$ cat config.mk
export PLATFORM = sky130hd
export DESIGN_NAME = chg_mode_ctrl
export DESIGN_NICKNAME = d
export VERILOG_FILES = /design/src/rtl/chg_pkg.sv /design/src/rtl/chg_regbank.sv /design/src/rtl/chg_wdog.sv /design/src/rtl/chg_policy.sv /design/src/rtl/chg_mode_ctrl.sv
export SDC_FILE = /design/constraint.sdc
export NUM_CORES = 1
export LEC_CHECK = 0
export BUFFER_PORTS_ARGS = -buffer_cell sky130_fd_sc_hd__buf_2
export CELL_PAD_IN_SITES_DETAIL_PLACEMENT = 0
export CELL_PAD_IN_SITES_GLOBAL_PLACEMENT = 1
export CORE_AREA = 2 2 96 98
export CTS_CLUSTER_DIAMETER = 120
export CTS_CLUSTER_SIZE = 25
export DETAILED_ROUTE_END_ITERATION = 8
export DIE_AREA = 0 0 98 100
export PLACE_DENSITY = 0.63
export SKIP_LAST_GASP = 1
export SLEW_MARGIN = 20
export SYNTH_ARGS = -nofsm -noshare
export SYNTH_HDL_FRONTEND = slang
export SYNTH_HIERARCHICAL = 1
export SYNTH_SLANG_ARGS = --single-unit
$ cat constraint.sdc
create_clock -name clk -period 3.1 [get_ports clk]
set_input_delay 0.155 -clock clk [delete_from_list [all_inputs] [get_ports clk]]
set_output_delay 0.155 -clock clk [all_outputs]
set_load 0.01 [all_outputs]
$ cat src/rtl/chg_pkg.sv
`timescale 1ns/1ps
package chg_pkg;
   typedef enum logic [1:0] {
      CHG_STANDBY = 2'd0,
      CHG_IDLE    = 2'd1,
      CHG_ACTIVE  = 2'd2
   } chg_state_e;

   localparam int unsigned ADDR_CTRL    = 0;
   localparam int unsigned ADDR_WDCFG   = 1;
   localparam int unsigned ADDR_PARAM0  = 2;
   localparam int unsigned CTRL_CEN_BIT = 0;
   localparam int unsigned CTRL_HZ_BIT  = 1;
   localparam int unsigned WDCFG_DIS_BIT = 0;
endpackage

$ cat src/rtl/chg_regbank.sv
`timescale 1ns/1ps
module chg_regbank #(
   parameter int unsigned DATA_W   = 8,
   parameter int unsigned NUM_REGS = 6,
   parameter int unsigned ADDR_W   = 3,
   parameter logic [DATA_W-1:0] PARAM_RST = 'h10,
   parameter logic [DATA_W-1:0] SAFE_RST  = 'h3C,
   parameter bit CLAMP_EN = 1'b1
) (
   input  logic              clk,
   input  logic              rst_n,
   input  logic              wr_en,
   input  logic [ADDR_W-1:0] wr_addr,
   input  logic [DATA_W-1:0] wr_data,
   input  logic [ADDR_W-1:0] rd_addr,
   input  logic              soft_rst,
   input  logic              cen_after_rst,
   output logic              rst_cmd,
   output logic              ce_n,
   output logic              hz_bit,
   output logic              wd_dis,
   output logic [DATA_W-1:0] rd_data
);
   import chg_pkg::*;

   localparam int unsigned NUM_PARAM = NUM_REGS - 3;
   localparam int unsigned SAFE_ADDR = NUM_REGS - 1;
   localparam logic [ADDR_W-1:0] A_CTRL  = ADDR_W'(ADDR_CTRL);
   localparam logic [ADDR_W-1:0] A_WDCFG = ADDR_W'(ADDR_WDCFG);
   localparam logic [ADDR_W-1:0] A_SAFE  = ADDR_W'(SAFE_ADDR);

   logic              ce_n_q, hz_q, wd_dis_q;
   logic [DATA_W-1:0] safety_q;
   logic [DATA_W-1:0] param_q [NUM_PARAM];
   logic [DATA_W-1:0] wr_param;

   assign rst_cmd = wr_en && (wr_addr == A_CTRL) && wr_data[DATA_W-1];

   // variant: capped parameter writes or plain storage
   generate
      if (CLAMP_EN) begin : g_clamp
         assign wr_param = (wr_data > safety_q) ? safety_q : wr_data;
      end else begin : g_plain
         assign wr_param = wr_data;
      end
   endgenerate

   always_ff @(posedge clk or negedge rst_n) begin
      if (!rst_n) begin
         ce_n_q <= 1'b1;
         hz_q   <= 1'b0;
      end else if (soft_rst) begin
         ce_n_q <= cen_after_rst;
         hz_q   <= 1'b0;
      end else if (wr_en && (wr_addr == A_CTRL)) begin
         ce_n_q <= wr_data[CTRL_CEN_BIT];
         hz_q   <= wr_data[CTRL_HZ_BIT];
      end
   end

   always_ff @(posedge clk or negedge rst_n) begin
      if (!rst_n)
         wd_dis_q <= 1'b0;
      else if (soft_rst)
         wd_dis_q <= 1'b0;
      else if (wr_en && (wr_addr == A_WDCFG))
         wd_dis_q <= wr_data[WDCFG_DIS_BIT];
   end

   // safety limit: untouched by register clears
   always_ff @(posedge clk or negedge rst_n) begin
      if (!rst_n)
         safety_q <= SAFE_RST;
      else if (wr_en && (wr_addr == A_SAFE))
         safety_q <= wr_data;
   end

   generate
      for (genvar i = 0; i < NUM_PARAM; i++) begin : g_param
         localparam logic [ADDR_W-1:0] A_ME = ADDR_W'(ADDR_PARAM0 + i);
         always_ff @(posedge clk or negedge rst_n) begin
            if (!rst_n)
               param_q[i] <= PARAM_RST;
            else if (soft_rst)
               param_q[i] <= PARAM_RST;
            else if (wr_en && (wr_addr == A_ME))
               param_q[i] <= wr_param;
         end
      end
   endgenerate

   always_comb begin
      rd_data = '0;
      if (rd_addr == A_CTRL) begin
         rd_data[CTRL_CEN_BIT] = ce_n_q;
         rd_data[CTRL_HZ_BIT]  = hz_q;
      end else if (rd_addr == A_WDCFG) begin
         rd_data[WDCFG_DIS_BIT] = wd_dis_q;
      end else if (rd_addr == A_SAFE) begin
         rd_data = safety_q;
      end else begin
         for (int k = 0; k < int'(NUM_PARAM); k++) begin
            if (rd_addr == ADDR_W'(ADDR_PARAM0 + k))
               rd_data = param_q[k];
         end
      end
   end

   assign ce_n   = ce_n_q;
   assign hz_bit = hz_q;
   assign wd_dis = wd_dis_q;
endmodule

$ cat src/rtl/chg_wdog.sv
`timescale 1ns/1ps
module chg_wdog #(
   parameter int unsigned WD_LIMIT = 32,
   parameter int unsigned CNT_W    = 5
) (
   input  logic             clk,
   input  logic             rst_n,
   input  logic             clr,
   input  logic             run,
   input  logic             tick,
   output logic [CNT_W-1:0] cnt,
   output logic             ovf
);
   localparam logic [CNT_W-1:0] LAST = CNT_W'(WD_LIMIT - 1);

   logic [CNT_W-1:0] cnt_q;

   assign ovf = run && tick && !clr && (cnt_q == LAST);

   always_ff @(posedge clk or negedge rst_n) begin
      if (!rst_n)
         cnt_q <= '0;
      else if (clr || ovf)
         cnt_q <= '0;
      else if (run && tick)
         cnt_q <= cnt_q + 1'b1;
   end

   assign cnt = cnt_q;
endmodule

$ cat src/rtl/chg_policy.sv
`timescale 1ns/1ps
module chg_policy (
   input  logic              ce_n,
   input  logic              hz_bit,
   input  logic              wd_dis,
   input  logic              dis_pin,
   input  logic              vbus_ok,
   input  logic              vbat_low,
   input  logic              rst_cmd,
   input  logic              wd_ovf,
   output logic              hz_req,
   output logic              wd_run,
   output logic              soft_rst,
   output logic              cen_after_rst,
   output logic              chg_en,
   output chg_pkg::chg_state_e state
);
   import chg_pkg::*;

   logic hz_low_rst;

   assign hz_req        = hz_bit || dis_pin;
   // watchdog off + low battery: a high-impedance request clears at once
   assign hz_low_rst    = wd_dis && vbat_low && hz_req;
   // watchdog on + healthy battery: a high-impedance request pauses the timer
   assign wd_run        = !wd_dis && !(hz_req && !vbat_low);
   assign soft_rst      = rst_cmd || hz_low_rst || wd_ovf;
   assign cen_after_rst = !(rst_cmd && vbus_ok && vbat_low);
   assign chg_en        = vbus_ok && !hz_req && !ce_n;

   always_comb begin
      if (!vbus_ok || hz_req)
         state = CHG_STANDBY;
      else if (chg_en)
         state = CHG_ACTIVE;
      else
         state = CHG_IDLE;
   end
endmodule

$ cat src/rtl/chg_mode_ctrl.sv
`timescale 1ns/1ps
module chg_mode_ctrl #(
   parameter int unsigned DATA_W   = 8,
   parameter int unsigned NUM_REGS = 6,
   parameter int unsigned WD_LIMIT = 32,
   parameter logic [DATA_W-1:0] PARAM_RST = 'h10,
   parameter logic [DATA_W-1:0] SAFE_RST  = 'h3C,
   parameter bit CLAMP_EN = 1'b1
) (
   input  logic                          clk,
   input  logic                          rst_n,
   input  logic                          wr_en,
   input  logic [$clog2(NUM_REGS+2)-1:0] wr_addr,
   input  logic [DATA_W-1:0]             wr_data,
   input  logic [$clog2(NUM_REGS+2)-1:0] rd_addr,
   output logic [DATA_W-1:0]             rd_data,
   input  logic                          dis_pin,
   input  logic                          vbus_ok,
   input  logic                          vbat_low,
   input  logic                          tick,
   output logic                          reg_rst_o,
   output logic                          chg_en,
   output logic                          hz_mode,
   output logic                          wd_run,
   output logic [1:0]                    state
);
   import chg_pkg::*;

   localparam int unsigned ADDR_W = $clog2(NUM_REGS + 2);
   localparam int unsigned CNT_W  = (WD_LIMIT > 1) ? $clog2(WD_LIMIT) : 1;

   generate
      if (DATA_W < 4) begin : g_bad_width
         $error("DATA_W must be at least 4");
      end
      if (NUM_REGS < 4) begin : g_bad_regs
         $error("NUM_REGS must be at least 4");
      end
      if (WD_LIMIT < 2) begin : g_bad_limit
         $error("WD_LIMIT must be at least 2");
      end
      if (PARAM_RST > SAFE_RST) begin : g_bad_defaults
         $error("PARAM_RST must not exceed SAFE_RST");
      end
   endgenerate

   logic             ce_n, hz_bit, wd_dis, rst_cmd;
   logic             hz_req, soft_rst, cen_after_rst, wd_ovf;
   logic [CNT_W-1:0] wd_cnt;
   chg_state_e       state_e;
   logic             reg_rst_q;

   chg_regbank #(
      .DATA_W(DATA_W), .NUM_REGS(NUM_REGS), .ADDR_W(ADDR_W),
      .PARAM_RST(PARAM_RST), .SAFE_RST(SAFE_RST), .CLAMP_EN(CLAMP_EN)
   ) u_regs (
      .clk(clk), .rst_n(rst_n), .wr_en(wr_en), .wr_addr(wr_addr),
      .wr_data(wr_data), .rd_addr(rd_addr), .soft_rst(soft_rst),
      .cen_after_rst(cen_after_rst), .rst_cmd(rst_cmd), .ce_n(ce_n),
      .hz_bit(hz_bit), .wd_dis(wd_dis), .rd_data(rd_data)
   );

   chg_wdog #(.WD_LIMIT(WD_LIMIT), .CNT_W(CNT_W)) u_wdog (
      .clk(clk), .rst_n(rst_n), .clr(wr_en || wd_dis), .run(wd_run),
      .tick(tick), .cnt(wd_cnt), .ovf(wd_ovf)
   );

   chg_policy u_policy (
      .ce_n(ce_n), .hz_bit(hz_bit), .wd_dis(wd_dis), .dis_pin(dis_pin),
      .vbus_ok(vbus_ok), .vbat_low(vbat_low), .rst_cmd(rst_cmd),
      .wd_ovf(wd_ovf), .hz_req(hz_req), .wd_run(wd_run),
      .soft_rst(soft_rst), .cen_after_rst(cen_after_rst),
      .chg_en(chg_en), .state(state_e)
   );

   always_ff @(posedge clk or negedge rst_n) begin
      if (!rst_n)
         reg_rst_q <= 1'b0;
      else
         reg_rst_q <= soft_rst;
   end

   assign reg_rst_o = reg_rst_q;
   assign hz_mode   = hz_req;
   assign state     = state_e;
endmodule

Word level (Yosys, flattened, before mapping)
Cells that the tools add are included.
{"block": "totals", "register_bits": 41, "inputBits": 21, "output_inout_bits": 14}
{"block": "op_classes", "muxes": 25, "add_sub_neg": 1, "eq_ne": 11, "n_reduce_logical": 40, "magnitude_cmp": 1}
{"op": "$mux 8", "n": 11}
{"op": "$logic_and 1x1->1", "n": 18}
{"op": "$eq 3x2->1 const B", "n": 4}
{"op": "$eq 3x3->1 const B", "n": 4}
{"op": "$reduce_bool 2->1", "n": 6}
{"op": "$mux 5", "n": 2}
{"op": "$gt 8x8->1", "n": 1}
{"op": "$logic_not 1->1", "n": 8}
{"op": "$mux 1", "n": 7}
{"op": "$mux 7", "n": 1}
{"op": "$eq 3x1->1 const B", "n": 2}
{"op": "$logic_not 3->1", "n": 2}
{"op": "$logic_or 1x1->1", "n": 6}
{"op": "$mux 2", "n": 3}
{"op": "$mux 6", "n": 1}
{"op": "$add 5x1->5 const B", "n": 1}
{"op": "$eq 5x5->1 const B", "n": 1}

Longest topological paths before layout
{"block": "logic_depth", "depth_word": 9, "mapped_depth": 9}

By module
The synthesis kept the hierarchy.
{"module": "chg_regbank", "instances": 1, "cells_each": 207, "area_each_um2": 2190.9, "seq_area_each_um2": 885.8}
{"module": "chg_wdog", "instances": 1, "cells_each": 28, "area_each_um2": 276.5, "seq_area_each_um2": 125.1}
{"module": "chg_policy", "instances": 1, "cells_each": 8, "area_each_um2": 60.1, "seq_area_each_um2": 0.0}
{"module": "chg_mode_ctrl", "instances": 1, "cells_each": 2, "area_each_um2": 31.3, "seq_area_each_um2": 25.0}

Least setup slack after synthesis
No wires, ideal clock.
{"block": "synth_path", "kind": "register -> register", "from": "register u_regs.hz_q, in the netlist u_regs/hz_bit", "to": "register u_regs.ce_n_q, in the netlist u_regs/ce_n", "path_buffers": 2, "t_required_ps": 3021, "setup_time_ps": 79, "arrival_time_ps": 2226, "setup_slack_ps": 795, "stages_incl_launch_ff": 10, "cell_sequence": "dfrtp_1 -> or2_4 -> a21oi_1 -> nand2_2 -> nor3b_1 -> a311o_1 -> clkbuf_1 -> clkbuf_1 -> nand2_1 -> o21ai_0"}
{"block": "synth_between", "elab_chain_len": 9, "elab_cells_between_ends": 12, "cone_classes": "mux: 1; reduce/logical: 11"}
{"element": "start, declared", "line_no": "chg_regbank.sv:32", "rtl": "logic ce_n_q, hz_q, wd_dis_q;"}
{"element": "start signal, assigned", "line_no": "chg_regbank.sv:57", "rtl": "hz_q <= wr_data[CTRL_HZ_BIT];"}
{"element": "$logic_or 1x1->1 (*)", "line_no": "chg_policy.sv:22", "rtl": "assign hz_req = hz_bit || dis_pin;"}
{"element": "named net hz_mode", "line_no": "chg_mode_ctrl.sv:23", "rtl": "output logic hz_mode,"}
{"element": "$logic_and 1x1->1 (*)", "line_no": "chg_policy.sv:26", "rtl": "assign wd_run = !wd_dis && !(hz_req && !vbat_low);"}
{"element": "$logic_not 1->1 (*)", "line_no": "chg_policy.sv:26"}
{"element": "$logic_and 1x1->1 (*)", "line_no": "chg_policy.sv:26"}
{"element": "named net wd_run", "line_no": "chg_mode_ctrl.sv:24", "rtl": "output logic wd_run,"}
{"element": "$logic_and 1x1->1 (*) (3 in series)", "line_no": "chg_wdog.sv:18", "rtl": "assign ovf = run && tick && !clr && (cnt_q == LAST);"}
{"element": "named net wd_ovf", "line_no": "chg_mode_ctrl.sv:48", "rtl": "logic hz_req, soft_rst, cen_after_rst, wd_ovf;"}
{"element": "$logic_or 1x1->1 (*)", "line_no": "chg_policy.sv:27", "rtl": "assign soft_rst = rst_cmd || hz_low_rst || wd_ovf;"}
{"element": "named net soft_rst", "line_no": "chg_mode_ctrl.sv:48"}
{"element": "$mux 1 or $reduce_bool 2->1 (tied branches)"}
{"element": "end signal, assigned", "line_no": "chg_regbank.sv:53", "rtl": "ce_n_q <= cen_after_rst;"}
{"element": "end signal, assigned", "line_no": "chg_regbank.sv:56", "rtl": "ce_n_q <= wr_data[CTRL_CEN_BIT];"}
{"element": "end, declared", "line_no": "chg_regbank.sv:32"}
Mark *: on every way through the listed nets, which the timed path passes. The rest lies on a longest branch.
A chain may end at the register's enable or synchronous reset.

Final worst setup path
{"block": "layout_path", "from": "register u_regs.safety_q[2]", "to": "register u_regs/param_q[21] in the netlist's numbering"}
{"block": "layout_between", "elab_chain_len": 4}
{"element": "start, declared", "line_no": "chg_regbank.sv:33", "rtl": "logic [DATA_W-1:0] safety_q;"}
{"element": "start signal, assigned", "line_no": "chg_regbank.sv:75", "rtl": "safety_q <= wr_data;"}
{"element": "$gt 8x8->1", "line_no": "chg_regbank.sv:42", "rtl": "assign wr_param = (wr_data > safety_q) ? safety_q : wr_data;"}
{"element": "$mux 8", "line_no": "chg_regbank.sv:42"}
{"element": "$mux 8", "line_no": "chg_regbank.sv:86", "rtl": "else if (wr_en && (wr_addr == A_ME))"}
{"element": "$mux 8", "line_no": "chg_regbank.sv:84", "rtl": "else if (soft_rst)"}
{"element": "end signal, assigned by index", "line_no": "chg_regbank.sv:87", "rtl": "param_q[i] <= wr_param;"}
{"element": "end, declared", "line_no": "chg_regbank.sv:34", "rtl": "logic [DATA_W-1:0] param_q [NUM_PARAM];"}
Every way passes these cells. The select of a mux whose other input is x is not followed.

==> reports/metrics.cfg <==
[min_path]
holdCritPathClass = in -> async

[cts]
cts_buffers = 5
cts.repair.resized = 0
clock-root-buffer = clkbuf_8
clk_latency_ns = 0.29
cts_setup_buffers = 0
cts_buffer_depth = 2
htree_levels = 2
clk_pin_slew_ns = 0.08
ctsHoldBuffers = 0
cts_tree = yes
cts_sinks = 41

[synthesis]
synth_commonest_cells = dfrtp_1 (33), nor2_1 (31), a311oi_1 (21), mux2i_1 (16), a21oi_1 (13)
synth.distinct_cells = 48
synth_fa_ha_area_share_pct = 4.89
synth_mux_area_share_pct = 9.78
synthTopCellsByArea = dfrtp_1 (32%), dfstp_2 (8.2%), a311oi_1 (7.2%), mux2i_1 (6.3%), ha_1 (4.9%)
synth-compound-area-share_pct = 22.2
avgSynthCellArea_um2 = 10.4
yosysWarnings = 6
yosysTopAreaCell = dfrtp_1
synthXorXnorAreaFrac_pct = 0
seq_area_frac_synth_pct = 40.5
netlist.area_leader.share_pct = 32.3
synth-edff-count = 0
synth_ff_type = dfrtp_1
synthArstFlopShare_pct = 100
synthSimpleGateAreaFrac_pct = 17.7
netlist_instances = 245
synth_fp_nets = 276
synth_area_um2 = 2560
ys_ff_latch = 41
synth_top_family_by_area = compound AO/OA/AOI/OAI gates
synth_most_common_cell = dfrtp_1

[grt]
grt_pass1_wl_mm = 10.6
grt-ovfl-total = 0
grt_pass1_vias = 2020
antenna_found_initial = 0
grt_max_degree = 42
grt_use_total_pct = 13.5

[final_layout]
final_nets = 304
layout-drive-gt1-share_pct = 28.1
num_antenna_cells = 0
fill_cells = 927
stdcell_area_um2 = 2880
flow.area_growth_from_synthesis_pct = 12.4

[critical_path]
start_kind = flop
critPathTopFamily = simple AND/OR/NAND/NOR gates
worstReg2RegStart = u_regs/safety_q[2]$_DFFE_PN1P_
worstPathArrival_ns = 2.53
worstPathMaxFanout = 10
r2r_slack_ns = 0.75
cp_slowest_cell = dfstp_2
crit_buf_inv = 1
cp-end-kind = flop
cp.required_ns = 3.28
cpPeakStageDelay_ns = 0.57
reg2regPathDepth = 7
path_class = reg -> reg
r2r_end = u_regs/param_q[21]$_DFFE_PN0P_
cp_cell_sequence = inv_1, ha_1, and4_1, nand2b_1, nand2_2, nand3_1, a311oi_1

[sta]
max_freq_ghz = 0.426
finalHoldViolations = 0
slew_viol_final = 0
relSlewSlack_pct = 35.9
fin_crit_sh_pct = 75.8
fin_skew_ns = 0.00728
rsz0062_at_grt = no
tns_ns = 0
period_minus_slack_ns = 2.35
worst_pin_slew_ns = 0.962
hold_slack_ns = 0.0106
setup_viol = 0

[power_and_ir_drop]
ir_drop_uv = 170
leakage_nw = 1.22
power_density_nw_per_um2 = 600

[floorplan]
die_h_um = 100
boundaryPins = 35
core_um2 = 8890
start_util_pct = 28.8
row_count = 35
die_area_um2 = 9800
die_w_um = 98

[placement]
place.gp.congestion = 0.744
dp_hpwl_mm = 4.54
dpl_cell_area_um2 = 2790
portBuffers = 34

[flow_run]
cap_viol_max_count = 0

[drt]
wl_per_cell_um = 16.7
num_vias = 2063
first_pass_iters = 4
final_antenna_net_count = 0
routed_wl_mm = 6.42
drc = 0
routed_via_density = 5.36
drtIter0Drc = 93

[status]
status = finished clean

layout by cell type (no fill, tap or decap), drive strengths merged, types with 3 or more instances in the layout:
| cell | n |
|---|---|
| nor3b | 3 |
| nand4b | 4 |
| o22ai | 7 |
| nand2b | 3 |
| dfstp | 8 |
| dfrtp | 33 |
| nand3 | 12 |
| ha | 10 |
| o31ai | 4 |
| buf | 35 |
| nor2 | 31 |
| o211ai | 8 |
| clkbuf | 8 |
| mux2 | 8 |
| o21ai | 8 |
| inv | 10 |
| a311oi | 21 |
| a21oi | 13 |
| mux2i | 16 |
| nand2 | 8 |
worst max-delay path by stage:
stage | from | endpoint | slack, ns | cells past startpoint
after global routing | u_regs/safety_q[3]$_DFFE_PN1P_ | u_regs/param_q[21]$_DFFE_PN0P_ | 0.59 | 7
after detailed placement | u_regs/safety_q[3]$_DFFE_PN1P_ | u_regs/param_q[21]$_DFFE_PN0P_ | 0.78 | 7
after CTS | u_regs/safety_q[3]$_DFFE_PN1P_ | u_regs/param_q[21]$_DFFE_PN0P_ | 0.75 | 7
after global placement | u_regs/safety_q[3]$_DFFE_PN1P_ | u_regs/param_q[21]$_DFFE_PN0P_ | 0.87 | 7
after floorplan | u_regs/hz_bit$_DFFE_PN0P_ | u_regs/ce_n$_DFFE_PN1P_ | 0.80 | 9
final | u_regs/safety_q[2]$_DFFE_PN1P_ | u_regs/param_q[21]$_DFFE_PN0P_ | 0.75 | 7
where the power goes:
group	switching (W)	leakage, nW	internal (W)
sequential	0.0000967	0.507	0.000690
combinational	0.000321	0.672	0.000252
clock	0.000185	0.0455	0.000182
cell type report:
class	instances	area [µm²]	share of cell area, %
clock buffers	8	90.1	3.13
inverters	10	37.5	1.31
multi-input cells	180	1400	48.5
flip-flops and latches	41	1040	36.0
well taps	111	139	4.83
repair buffers	35	178	6.18
worst reg2reg max path, cell delays in order, from the launching register on:
cell and delay [ns]:
dfstp_2 0.57, inv_1 0.05, ha_1 0.31, and4_1 0.22
nand2b_1 0.31, nand2_2 0.29, nand3_1 0.16, a311oi_1 0.33
through the flow:
stage               std cells  utilization (%)  total power (W)  worst slack, ns
global route              385             32.3          0.00185            0.592
CTS                       385             32.3          0.00174            0.751
detailed placement        377             31.3          0.00137            0.783
global placement          377             31.3          0.00136            0.869
finish                    385             32.3          0.00173            0.751
floorplan                 245                -          0.00120            0.795
routing by layer:
metal / track usage (%) / up-vias / share of wire, %
met3: 2.37 / 5 / 3.7
met2: 21.4 / 38 / 46
met5: 0 / - / 0
met1: 19.0 / 1032 / 49
li1: - / 988 / -
met4: 4.06 / 0 / 1.3
sequential cells by signal, indices dropped and copies added, names as in the netlist:
| name | flops |
|---|---|
| u_regs/param_q | 24 |
| u_regs/safety_q | 8 |
| u_wdog/cnt | 5 |
| reg_rst_o | 1 |
| u_regs/ce_n | 1 |
| u_regs/hz_bit | 1 |
| u_regs/wd_dis | 1 |
kinds of logic after synthesis:
group           count (synthesis)
compound gates                 69
mux                            24
buf+inv                        24
simple gates                   77
fa+ha+maj                      10
flops                          41
Power figures use the tool's default switching activity.
